File: src/rtl/adc_seq_pkg.sv
package adc_seq_pkg;

  typedef enum logic [2:0] {
    PH_IDLE,
    PH_SETUP,
    PH_SAMPLE,
    PH_CONV,
    PH_STORE
  } phase_t;

  typedef enum logic [1:0] {
    SRC_SW   = 2'd0,
    SRC_TMR  = 2'd1,
    SRC_EXT  = 2'd2,
    SRC_NONE = 2'd3
  } start_src_t;

endpackage

File: src/rtl/adc_ref_div.sv
module adc_ref_div #(
  parameter int DIV_W = 2
) (
  input  logic             clk,
  input  logic             rst,
  input  logic             clr,
  input  logic             run,
  input  logic [DIV_W-1:0] div_sel,
  output logic             tick
);
  localparam int CNT_W = 2 ** DIV_W;

  logic [CNT_W-1:0] cnt_q;
  logic [CNT_W-1:0] lim;

  // divisor is 2^(div_sel+1); the counter wraps at divisor-1
  assign lim  = CNT_W'((32'd2 << div_sel) - 32'd1);
  assign tick = run && (cnt_q == lim);

  always_ff @(posedge clk) begin
    if (rst || clr || !run) begin
      cnt_q <= '0;
    end else if (cnt_q == lim) begin
      cnt_q <= '0;
    end else begin
      cnt_q <= cnt_q + 1'b1;
    end
  end
endmodule

File: src/rtl/adc_start_sel.sv
module adc_start_sel #(
  parameter int SYNC_N = 2
) (
  input  logic       clk,
  input  logic       rst,
  input  logic [1:0] src,
  input  logic       sw_start,
  input  logic       tmr_uflow,
  input  logic       ext_trig_n,
  output logic       start_req
);
  import adc_seq_pkg::*;

  // SYNC_N synchronizing stages plus one history stage for edge detection
  logic [SYNC_N:0] sync_q;
  logic            ext_fall;

  always_ff @(posedge clk) begin
    if (rst) begin
      sync_q <= '1;
    end else begin
      sync_q <= {sync_q[SYNC_N-1:0], ext_trig_n};
    end
  end

  assign ext_fall = sync_q[SYNC_N] & ~sync_q[SYNC_N-1];

  always_comb begin
    unique case (start_src_t'(src))
      SRC_SW:  start_req = sw_start;
      SRC_TMR: start_req = tmr_uflow;
      SRC_EXT: start_req = ext_fall;
      default: start_req = 1'b0;
    endcase
  end
endmodule

File: src/rtl/adc_result_buf.sv
module adc_result_buf #(
  parameter int DEPTH = 4,
  parameter int DW    = 10,
  localparam int AW   = $clog2(DEPTH)
) (
  input  logic          clk,
  input  logic          we,
  input  logic [AW-1:0] wa,
  input  logic [DW-1:0] wd,
  input  logic [AW-1:0] ra,
  output logic [DW-1:0] rd
);
  logic [DW-1:0] mem [DEPTH];

  // read-first single-clock buffer
  always_ff @(posedge clk) begin
    if (we) begin
      mem[wa] <= wd;
    end
    rd <= mem[ra];
  end
endmodule

File: src/rtl/adc_scan_fsm.sv
module adc_scan_fsm #(
  parameter int NUM_CH    = 4,
  parameter int RES_W     = 10,
  parameter int DIV_W     = 2,
  parameter int SMP_SHORT = 2,
  parameter int SMP_LONG  = 4,
  localparam int CH_W     = $clog2(NUM_CH),
  localparam int SEL_W    = CH_W + 1
) (
  input  logic             clk,
  input  logic             rst,
  input  logic             start_req,
  input  logic             enable,
  input  logic [DIV_W-1:0] cfg_div,
  input  logic             cfg_long_smp,
  input  logic [SEL_W-1:0] cfg_chsel,
  input  logic             cfg_cont,
  input  logic             tick,
  input  logic             cmp_in,
  output logic             div_clr,
  output logic             run,
  output logic [DIV_W-1:0] div_sel,
  output logic [CH_W-1:0]  conv_ch,
  output logic [RES_W-1:0] dac_code,
  output logic             sample_hold,
  output logic             wr_en,
  output logic [CH_W-1:0]  wr_addr,
  output logic [RES_W-1:0] wr_data,
  output logic             irq,
  output logic             busy
);
  import adc_seq_pkg::*;

  localparam int BIT_W = $clog2(RES_W);
  localparam int SMP_W = $clog2(SMP_LONG);

  phase_t           ph_q;
  logic [CH_W-1:0]  ch_q, first_q, last_q;
  logic [CH_W-1:0]  first_c, last_c;
  logic [RES_W-1:0] sar_q;
  logic [BIT_W-1:0] bit_q;
  logic [SMP_W-1:0] smp_q, smp_last;
  logic             cont_q, long_q, busy_q, irq_q;
  logic [DIV_W-1:0] div_q;
  logic             accept, at_last;
  int               span;

  // decode the channel set code into first and last channel
  always_comb begin
    span = int'(cfg_chsel) - NUM_CH + 1;
    if (span > NUM_CH - 1) begin
      span = NUM_CH - 1;
    end
    if (int'(cfg_chsel) < NUM_CH) begin
      first_c = cfg_chsel[CH_W-1:0];
      last_c  = cfg_chsel[CH_W-1:0];
    end else begin
      first_c = '0;
      last_c  = CH_W'(span);
    end
  end

  assign accept   = (ph_q == PH_IDLE) && enable && start_req;
  assign at_last  = (ch_q == last_q);
  assign smp_last = long_q ? SMP_W'(SMP_LONG - 1) : SMP_W'(SMP_SHORT - 1);

  always_ff @(posedge clk) begin
    if (rst) begin
      ph_q    <= PH_IDLE;
      ch_q    <= '0;
      first_q <= '0;
      last_q  <= '0;
      sar_q   <= '0;
      bit_q   <= '0;
      smp_q   <= '0;
      cont_q  <= 1'b0;
      long_q  <= 1'b0;
      div_q   <= '0;
      busy_q  <= 1'b0;
      irq_q   <= 1'b0;
    end else begin
      irq_q <= 1'b0;
      unique case (ph_q)
        PH_IDLE: begin
          if (accept) begin
            first_q <= first_c;
            last_q  <= last_c;
            ch_q    <= first_c;
            cont_q  <= cfg_cont;
            long_q  <= cfg_long_smp;
            div_q   <= cfg_div;
            busy_q  <= 1'b1;
            ph_q    <= PH_SETUP;
          end
        end
        PH_SETUP: begin
          if (tick) begin
            smp_q <= '0;
            sar_q <= '0;
            ph_q  <= PH_SAMPLE;
          end
        end
        PH_SAMPLE: begin
          if (tick) begin
            if (smp_q == smp_last) begin
              bit_q <= BIT_W'(RES_W - 1);
              ph_q  <= PH_CONV;
            end else begin
              smp_q <= smp_q + 1'b1;
            end
          end
        end
        PH_CONV: begin
          if (tick) begin
            sar_q[bit_q] <= cmp_in;
            if (bit_q == '0) begin
              ph_q <= PH_STORE;
            end else begin
              bit_q <= bit_q - 1'b1;
            end
          end
        end
        PH_STORE: begin
          if (tick) begin
            if (at_last) begin
              irq_q <= 1'b1;
            end
            if (!enable || (at_last && !cont_q)) begin
              busy_q <= 1'b0;
              ph_q   <= PH_IDLE;
            end else begin
              ch_q <= at_last ? first_q : ch_q + 1'b1;
              ph_q <= PH_SETUP;
            end
          end
        end
        default: ph_q <= PH_IDLE;
      endcase
    end
  end

  assign div_clr     = accept;
  assign run         = busy_q;
  assign div_sel     = div_q;
  assign conv_ch     = ch_q;
  assign sample_hold = (ph_q == PH_SAMPLE);
  assign dac_code    = (ph_q == PH_CONV) ? (sar_q | (RES_W'(1) << bit_q)) : sar_q;
  assign wr_en       = (ph_q == PH_STORE) && tick;
  assign wr_addr     = ch_q;
  assign wr_data     = sar_q;
  assign irq         = irq_q;
  assign busy        = busy_q;
endmodule

File: src/rtl/adc_scan_ctrl.sv
module adc_scan_ctrl #(
  parameter int NUM_CH    = 4,
  parameter int RES_W     = 10,
  parameter int DIV_W     = 2,
  parameter int SMP_SHORT = 2,
  parameter int SMP_LONG  = 4,
  parameter int SYNC_N    = 2,
  localparam int CH_W     = $clog2(NUM_CH),
  localparam int SEL_W    = CH_W + 1
) (
  input  logic             clk,
  input  logic             rst,
  input  logic             enable,
  input  logic [DIV_W-1:0] cfg_div,
  input  logic             cfg_long_smp,
  input  logic [SEL_W-1:0] cfg_chsel,
  input  logic             cfg_cont,
  input  logic [1:0]       cfg_src,
  input  logic             sw_start,
  input  logic             tmr_uflow,
  input  logic             ext_trig_n,
  input  logic             cmp_in,
  output logic [RES_W-1:0] dac_code,
  output logic [CH_W-1:0]  conv_ch,
  output logic             sample_hold,
  input  logic [CH_W-1:0]  rd_ch,
  output logic [RES_W-1:0] rd_data,
  output logic             busy,
  output logic             irq
);
  logic             start_req, div_clr, run, tick, wr_en;
  logic [DIV_W-1:0] div_sel;
  logic [CH_W-1:0]  wr_addr;
  logic [RES_W-1:0] wr_data;

  adc_start_sel #(.SYNC_N(SYNC_N)) u_start (
    .clk       (clk),
    .rst       (rst),
    .src       (cfg_src),
    .sw_start  (sw_start),
    .tmr_uflow (tmr_uflow),
    .ext_trig_n(ext_trig_n),
    .start_req (start_req)
  );

  adc_ref_div #(.DIV_W(DIV_W)) u_div (
    .clk    (clk),
    .rst    (rst),
    .clr    (div_clr),
    .run    (run),
    .div_sel(div_sel),
    .tick   (tick)
  );

  adc_scan_fsm #(
    .NUM_CH   (NUM_CH),
    .RES_W    (RES_W),
    .DIV_W    (DIV_W),
    .SMP_SHORT(SMP_SHORT),
    .SMP_LONG (SMP_LONG)
  ) u_fsm (
    .clk         (clk),
    .rst         (rst),
    .start_req   (start_req),
    .enable      (enable),
    .cfg_div     (cfg_div),
    .cfg_long_smp(cfg_long_smp),
    .cfg_chsel   (cfg_chsel),
    .cfg_cont    (cfg_cont),
    .tick        (tick),
    .cmp_in      (cmp_in),
    .div_clr     (div_clr),
    .run         (run),
    .div_sel     (div_sel),
    .conv_ch     (conv_ch),
    .dac_code    (dac_code),
    .sample_hold (sample_hold),
    .wr_en       (wr_en),
    .wr_addr     (wr_addr),
    .wr_data     (wr_data),
    .irq         (irq),
    .busy        (busy)
  );

  adc_result_buf #(.DEPTH(NUM_CH), .DW(RES_W)) u_buf (
    .clk(clk),
    .we (wr_en),
    .wa (wr_addr),
    .wd (wr_data),
    .ra (rd_ch),
    .rd (rd_data)
  );
endmodule

File: config.mk
export PLATFORM = sky130hd
export DESIGN_NAME = adc_scan_ctrl
export DESIGN_NICKNAME = d
export VERILOG_FILES = /design/src/rtl/adc_seq_pkg.sv /design/src/rtl/adc_ref_div.sv /design/src/rtl/adc_start_sel.sv /design/src/rtl/adc_result_buf.sv /design/src/rtl/adc_scan_fsm.sv /design/src/rtl/adc_scan_ctrl.sv
export SDC_FILE = /design/constraint.sdc
export NUM_CORES = 1
export LEC_CHECK = 0
export BUFFER_PORTS_ARGS = -buffer_cell sky130_fd_sc_hd__buf_2
export CORE_UTILIZATION = 58
export CTS_BUF_LIST = sky130_fd_sc_hd__clkbuf_16
export CTS_CLUSTER_DIAMETER = 150
export DETAILED_ROUTE_END_ITERATION = 12
export PLACE_DENSITY = 0.79
export SETUP_SLACK_MARGIN = 0.5
export SYNTH_ARGS = -nofsm -noshare
export SYNTH_HDL_FRONTEND = slang
export SYNTH_SLANG_ARGS = --single-unit
File: constraint.sdc
create_clock -name clk -period 2.4 [get_ports clk]
set_input_delay 0.48 -clock clk [delete_from_list [all_inputs] [get_ports clk]]
set_output_delay 0.48 -clock clk [all_outputs]
set_load 0.005 [all_outputs]
==> flow_summary_export.csv, run 1 <==
group,metric,value,unit
outcome,run_status,"finished, violations left",
outcome,violations,"DRC",
timing,finalHoldViolCount,0,
cells_and_area,num_antenna_cells,0,
placement,place.gp.congestion,0.815,
setup_path,path_max_fanout,5,
global_routing,groute.usage.overall,0.232,
setup_path,crit_type,"flop to output pin",
clocking,ctsRootBufferMaster,"sky130_fd_sc_hd__clkbuf_16",
timing,max_slew.worst_pin.slew,441,ps
detailed_routing,met2_length,4400,um
global_routing,grt_antenna_before_repair,0,
power,power_switching_share,0.237,
min_path,min-delay-path-class,"input port to flop",
detailed_routing,wire_per_inst,17.9,um
detailed_routing,post_drt_via_cell_ratio,5.90,
yosys,synth_fp_nets,362,
yosys,synth.avg_cell_area,11.8,sq um
setup_path,worst_ep_required_time,1920,ps
timing,timing_max_transition_violations_final,0,
global_routing,gr-total-overflow,0,
clocking,clk_pin_slew_worst_paths,60,ps
clocking,clockBufferDepth,2,
power,peakVddDrop,0.000449,V
yosys,synth-edff-count,40,
die,die_h,84.1,um
detailed_routing,dr_wl_met3,345,um
timing,finalClockSkew,6.05,ps
yosys,seq_total_area_yosys,0.552,
cells_and_area,multi_input_comb_area,1740,sq um
global_routing,grt_start_max_net_pins,30,
placement,placement.cell_area,4160,sq um
flow_run,cap_viol_max_count,0,
placement,buffer_ports.inserted,42,
die,boundaryPins,43,
die,die_w,84.1,um
yosys,synth.ff_latch_count,88,
setup_path,worstSetupStartpointType,"flop",
power,power-per-cell-area,720,nW/um^2
cells_and_area,final_design_area_no_fill,4790,sq um
cells_and_area,post_route_cells_drive_above_1_share,0.358,
detailed_routing,total_via_count_in_the_routed_design,2781,
timing,period_share,0.818,
detailed_routing,topRoutingLayerUsed,"met4",
die,floorplan.die_area,7080,sq um
clocking,ctsHoldBuffers,0,
clocking,worst_skew_pair.late_latency,340,ps
placement,dp.cells,439,
yosys,yosys.cell_types.count,56,
yosys,yosys_most_used_dff,"sky130_fd_sc_hd__dfxtp_1",
setup_path,cp_data_arrival_time,1480,ps
timing,fmax,510,MHz
timing,final_setup_tns,0,ps
timing,setup_viol,0,
die,placementRows,29,
timing,rsz_0062_raised_after_global_routing,"true",
placement,place.detailed.hpwl,5070,um
yosys,synth.largest_area_cell,"sky130_fd_sc_hd__edfxtp_1",
detailed_routing,routed_wirelength,8430,um
detailed_routing,drt_pass1_iterations,9,
power,p_int,2630,uW
clocking,numCtsBuffers,9,
setup_path,flop2flop_setup_slack,480,ps
power,share_clk_of_total_power,0.445,
global_routing,first_global_vias,2612,
yosys,postSynth.asyncResetShare,0,
cells_and_area,area_growth,22.4,%
clocking,htreeDepth,3,
timing,fin_crit,1960,ps
yosys,ys_top_cells_by_area,"sky130_fd_sc_hd__edfxtp_1 (31%), sky130_fd_sc_hd__dfxtp_1 (25%), sky130_fd_sc_hd__mux4_2 (5.8%)",
yosys,ys_warn_count,0,
yosys,synth_largest_type_area_fraction,0.307,
clocking,cts_tree,"built",
global_routing,grt_first_pass_wirelength,12600,um
power,power.leakage,0.00186,uW
detailed_routing,number_of_antenna_violating_nets_in_the_routed_design,0,
cells_and_area,area.sequential,2190,sq um
cells_and_area,fin_cells,471,
die,floorplan.core_area,6420,sq um
yosys,post_synth_inst_count,331,
setup_path,endpoint_kind,"output pin",
clocking,numClockSinks,88,
power,p_seq_frac,0.465,
yosys,synth.cell_area,3910,sq um
die,initial_core_util,0.609,
detailed_routing,drt_first_iter_violations,168,
power,pwr-share-comb,0.090,
power,reported_net_switching_power,819,uW
detailed_routing,wl_met1,3570,um
detailed_routing,remaining_drc_errors,4,
cells_and_area,number_of_fillers_in_the_final_layout,404,
timing,maxSlewHeadroom,0.704,
cells_and_area,finalNetCount,420,
==> registers in the layout, summed over array words and instances, names as in the netlist <==
name	count
u_fsm.conv_ch	2
u_buf.rd	10
u_fsm.wr_data	10
u_fsm.div_sel	2
u_buf.mem	40
u_fsm.smp_q	2
u_fsm.bit_q	4
u_fsm.long_q	1
u_start.sync_q	3
u_fsm.cont_q	1
u_fsm.first_q	2
u_fsm.irq	1
u_div.cnt_q	4
u_fsm.ph_q	3
u_fsm.busy	1
u_fsm.last_q	2
==> critical path, cell delays in order, from the launching register on <==
cell and delay [ps]:
sky130_fd_sc_hd__dfxtp_4 360, sky130_fd_sc_hd__nand3b_4 200, sky130_fd_sc_hd__nor3_4 260, sky130_fd_sc_hd__nand2_1 130
sky130_fd_sc_hd__nand2b_1 100, sky130_fd_sc_hd__buf_2 110
==> cell usage in the layout, fill, tap and decap left out, types with 10 or more instances in the layout <==
master,instances
sky130_fd_sc_hd__dfxtp_1,39
sky130_fd_sc_hd__ha_1,10
sky130_fd_sc_hd__nor2_1,27
sky130_fd_sc_hd__edfxtp_1,40
sky130_fd_sc_hd__o21ai_0,11
sky130_fd_sc_hd__a21oi_1,10
sky130_fd_sc_hd__buf_4,15
sky130_fd_sc_hd__mux2i_1,12
sky130_fd_sc_hd__a21o_1,11
sky130_fd_sc_hd__nand2_1,33
sky130_fd_sc_hd__mux4_2,10
sky130_fd_sc_hd__buf_2,42
sky130_fd_sc_hd__inv_1,16
==> through the flow <==
stage	total power, uW	setup slack [ps]	hold slack (ps)	util
2_1_floorplan	1840	657	389	-
3_3_place_gp	1900	347	397	0.648
3_5_place_dp	1900	266	408	0.648
4_1_cts	3430	438	329	0.720
5_1_grt	3530	394	334	0.746
6_report	3450	438	331	0.746
==> layer usage <==
metal / global-route usage / vias up
met2: 0.425 / 95
met5: 0 / -
li1: - / 1316
met4: 0.0831 / 0
met1: 0.276 / 1357
met3: 0.0374 / 13
==> path summary, 6_finish.rpt <==
kind,startpoint,end,cells after the start
max,u_fsm.ph_q[2]$_SDFFE_PP0P_,dac_code[0],5
min,ext_trig_n,u_start.sync_q[0]$_SDFF_PP1_,2
max reg2reg,u_div.cnt_q[3]$_SDFF_PP0_,u_fsm.wr_data[5]$_SDFFE_PP0P_,7
min reg2reg,u_start.sync_q[0]$_SDFF_PP1_,u_start.sync_q[1]$_SDFF_PP1_,1
==> synth_stat cells, types with 2 or more instances <==
| cell | count |
|---|---|
| sky130_fd_sc_hd__or2_2 | 3 |
| sky130_fd_sc_hd__nand2b_1 | 2 |
| sky130_fd_sc_hd__a21oi_2 | 2 |
| sky130_fd_sc_hd__nor3_1 | 10 |
| sky130_fd_sc_hd__a31oi_1 | 2 |
| sky130_fd_sc_hd__a32o_1 | 5 |
| sky130_fd_sc_hd__a21o_1 | 11 |
| sky130_fd_sc_hd__ha_1 | 13 |
| sky130_fd_sc_hd__mux4_2 | 10 |
| sky130_fd_sc_hd__o211ai_1 | 3 |
| sky130_fd_sc_hd__o21ai_0 | 14 |
| sky130_fd_sc_hd__a21oi_1 | 10 |
| sky130_fd_sc_hd__buf_4 | 2 |
| sky130_fd_sc_hd__dfxtp_1 | 48 |
| sky130_fd_sc_hd__o32ai_1 | 2 |
| sky130_fd_sc_hd__inv_1 | 18 |
| sky130_fd_sc_hd__and3_2 | 5 |
| sky130_fd_sc_hd__buf_2 | 6 |
| sky130_fd_sc_hd__nor2b_1 | 5 |
| sky130_fd_sc_hd__buf_6 | 2 |
| sky130_fd_sc_hd__nand2_1 | 38 |
| sky130_fd_sc_hd__xnor2_1 | 4 |
| sky130_fd_sc_hd__edfxtp_1 | 40 |
| sky130_fd_sc_hd__clkbuf_1 | 4 |
| sky130_fd_sc_hd__mux2i_1 | 12 |
| sky130_fd_sc_hd__a211oi_1 | 3 |
| sky130_fd_sc_hd__nor2_1 | 28 |
==> what timing repair did <==
| action | CTS | global route |
|---|---|---|
| resized for setup | 18 | 39 |
| cloned | 0 | 1 |
| pin swaps | 3 | 15 |
| endpoints found under the setup margin | 62 | 68 |
| buffers inserted | 10 | 5 |
==> power groups by stage <==
stage	Sequential (uW)	Combinational [uW]	Clock (uW)
after CTS	1610	286	1540
after global routing	1610	336	1590
after detailed placement	1640	267	0
after floorplan	1630	208	0
final	1610	309	1540
after global placement	1640	260	0
==> cell families after synthesis <==
| kind of cell | share of synthesized area |
|---|---|
| adders and majority gates | 0.0416 |
| DFF | 0.552 |
| and+or+nand+nor | 0.150 |
| muxes | 0.0882 |
| xor gates and xnor gates | 0.0112 |
| AOI/OAI and AO/OA | 0.117 |
| buffers and inverters | 0.0393 |
==> cell type report <==
type | count | share of cell area
Clock buffer | 9 | 0.0470
Multi-Input combinational cell | 211 | 0.364
Timing Repair Buffer | 61 | 0.0768
Sequential cell | 88 | 0.456
Tap cell | 77 | 0.0201
Clock inverter | 7 | 0.0217
Inverter | 18 | 0.0141
Note: power is estimated with default switching activity, not from simulation.
==> run 2: changes to the inputs <==
Clock period 2.4 ns to 2 ns, I/O delays scaled along.
==> run 2 against run 1 <==
The run still ends with DRC left. First-iteration DRC count grew 67%. Sequential share of layout area down 2.9 points. Largest cell class unchanged. Register-to-register slack worse by 360 ps. Sequential power rose by 20%. Non-clock buffer count up 28. Clock skew is 3.8 ps higher. Via count grew 8.8%. Routed wire length rose by 17%. Critical endpoint unchanged. Worst setup slack got worse by 370 ps. Final area rose by 7.2%. Utilization increased by 5.4 points. Global-route usage is 4.2 points higher.
==> flow_summary_export.csv, run 2 (synthesis results as in run 1) <==
group,metric,value,unit
outcome,run_status,"finished, violations left",
outcome,violations,"DRC",
detailed_routing,post_drt_via_cell_ratio,6.03,
placement,place.gp.congestion,0.809,
die,initial_core_util,0.609,
global_routing,gr-total-overflow,0,
placement,dp.cells,446,
clocking,numCtsBuffers,9,
global_routing,grt_antenna_before_repair,0,
power,pwr-share-comb,0.116,
setup_path,cp_data_arrival_time,1530,ps
detailed_routing,number_of_antenna_violating_nets_in_the_routed_design,0,
clocking,clk_pin_slew_worst_paths,70,ps
setup_path,critical_path.n_buffers_inverters,1,
detailed_routing,drt_first_iter_violations,281,
timing,period_share,0.965,
die,die_h,84.1,um
power,share_clk_of_total_power,0.404,
power,power_switching_share,0.263,
cells_and_area,area_growth,31.3,%
setup_path,crit_type,"flop to output pin",
setup_path,timing.critical_path.cells,"nand3b_4 -> nor3_4 -> nand2_1 -> nand2b_1 -> buf_2",
cells_and_area,largest_register_ffs,40,
setup_path,critPathMaxStageDelay,420,ps
clocking,cts_tree,"built",
global_routing,grt_start_max_net_pins,30,
placement,placement.cell_area,4270,sq um
die,placementRows,29,
flow_run,cap_viol_max_count,0,
setup_path,worstSetupStartpointType,"flop",
clocking,ctsHoldBuffers,0,
placement,buffer_ports.inserted,42,
global_routing,groute.usage.overall,0.274,
detailed_routing,total_via_count_in_the_routed_design,3025,
min_path,min-delay-path-class,"input port to flop",
clocking,clockBufferDepth,2,
detailed_routing,routed_wirelength,9880,um
clocking,htreeDepth,3,
power,p_int,2970,uW
die,boundaryPins,43,
power,p_seq_frac,0.480,
global_routing,first_global_vias,2863,
timing,max_slew.worst_pin.slew,347,ps
timing,rsz_0062_raised_after_global_routing,"true",
cells_and_area,regMostFlops,"u_buf.mem",
timing,fin_crit,1930,ps
timing,fmax,518,MHz
cells_and_area,final_design_area_no_fill,5140,sq um
die,floorplan.core_area,6420,sq um
setup_path,critical_path_s_slowest_cell,"sky130_fd_sc_hd__dfxtp_4",
setup_path,worst_ep_required_time,1600,ps
power,reported_net_switching_power,1060,uW
cells_and_area,layout.cells.most_common,"sky130_fd_sc_hd__buf_2",
detailed_routing,drt_pass1_iterations,9,
setup_path,endpoint_kind,"output pin",
timing,timing_max_transition_violations_final,0,
die,floorplan.die_area,7080,sq um
timing,setup_viol,0,
clocking,numClockSinks,88,
timing,holdWs,231,ps
detailed_routing,remaining_drc_errors,7,
setup_path,critPathTopFamily,"simple AND/OR/NAND/NOR gates",
power,peakVddDrop,0.000512,V
cells_and_area,fin_cells,502,
cells_and_area,num_antenna_cells,0,
die,die_w,84.1,um
power,power.leakage,0.00205,uW
timing,finalClockSkew,9.90,ps
global_routing,grt_first_pass_wirelength,14700,um
timing,maxSlewHeadroom,0.769,
placement,place.detailed.hpwl,5320,um
timing,finalHoldViolCount,0,
clocking,worst_skew_pair.late_latency,350,ps
setup_path,path_max_fanout,7,
detailed_routing,wire_per_inst,19.7,um
clocking,ctsRootBufferMaster,"sky130_fd_sc_hd__clkbuf_16",
cells_and_area,finalNetCount,451,
power,power-per-cell-area,784,nW/um^2
cells_and_area,post_route_cells_drive_above_1_share,0.438,
cells_and_area,layout.cells.most_common_list,"sky130_fd_sc_hd__buf_2 (42), sky130_fd_sc_hd__edfxtp_1 (40), sky130_fd_sc_hd__dfxtp_1 (37), sky130_fd_sc_hd__buf_4 (34), sky130_fd_sc_hd__nand2_1 (33)",
-- run 2: area by class of cell --
class / instances / area, sq um
Timing Repair Buffer: 89 / 621
Sequential cell: 88 / 2200
Inverter: 18 / 75.1
Tap cell: 77 / 96.3
Multi-Input combinational cell: 214 / 1860
Clock buffer: 9 / 225
Clock inverter: 7 / 61.3
Fill cell: 331 / 1280
-- run 2: path summary, 6_finish.rpt --
check                                  to                    startpoint  depth (start not counted)  slack, ps
max                           dac_code[0]    u_fsm.ph_q[0]$_SDFFE_PP0P_                          5         70
min          u_start.sync_q[0]$_SDFF_PP1_                    ext_trig_n                          2        230
max reg2reg   u_fsm.bit_q[2]$_SDFFE_PP0P_     u_div.cnt_q[3]$_SDFF_PP0_                         10        120
min reg2reg  u_start.sync_q[1]$_SDFF_PP1_  u_start.sync_q[0]$_SDFF_PP1_                          1        440
-- run 2: worst reg2reg max path: cells and delay by family, from the launching register on --
| family | cells | cell delay, ps |
|---|---|---|
| buffers and inverters | 4 | 500 |
| AO/OA/AOI/OAI | 3 | 550 |
| flip-flops | 1 | 350 |
| AND/OR/NAND/NOR | 3 | 380 |
-- run 2: metal layers --
layer,vias to the layer above,GRT usage,part of all wire
li1,1383,-,-
met3,27,0.0433,0.060
met5,-,0,0
met2,158,0.475,0.52
met1,1457,0.341,0.40
met4,0,0.118,0.027
-- run 2: timing repair --
action                     in CTS  in global routing
setup endpoints to repair      75                 85
pin swaps                      19                 23
gates resized for setup        40                 39
cloned                          4                  0
setup buffers                  27                  9
-- run 2: power groups by stage --
stage          sequential, uW  clock, uW  combinational (uW)
6_report                 1930       1630                 468
5_1_grt                  1940       1710                 500
4_1_cts                  1930       1630                 399
3_5_place_dp             1970          0                 347
3_3_place_gp             1970          0                 338
2_1_floorplan            1950          0                 266
-- run 2: stage by stage --
| step | setup TNS [ps] | util | total power [uW] | worst slack [ps] |
|---|---|---|---|---|
| after floorplan | 0 | - | 2220 | 372 |
| after global placement | 0 | 0.665 | 2310 | 103 |
| after detailed placement | 0 | 0.665 | 2320 | 40.1 |
| after CTS | 0 | 0.768 | 3960 | 139 |
| after global routing | -7.88 | 0.800 | 4150 | -7.88 |
| final | 0 | 0.800 | 4030 | 70.6 |
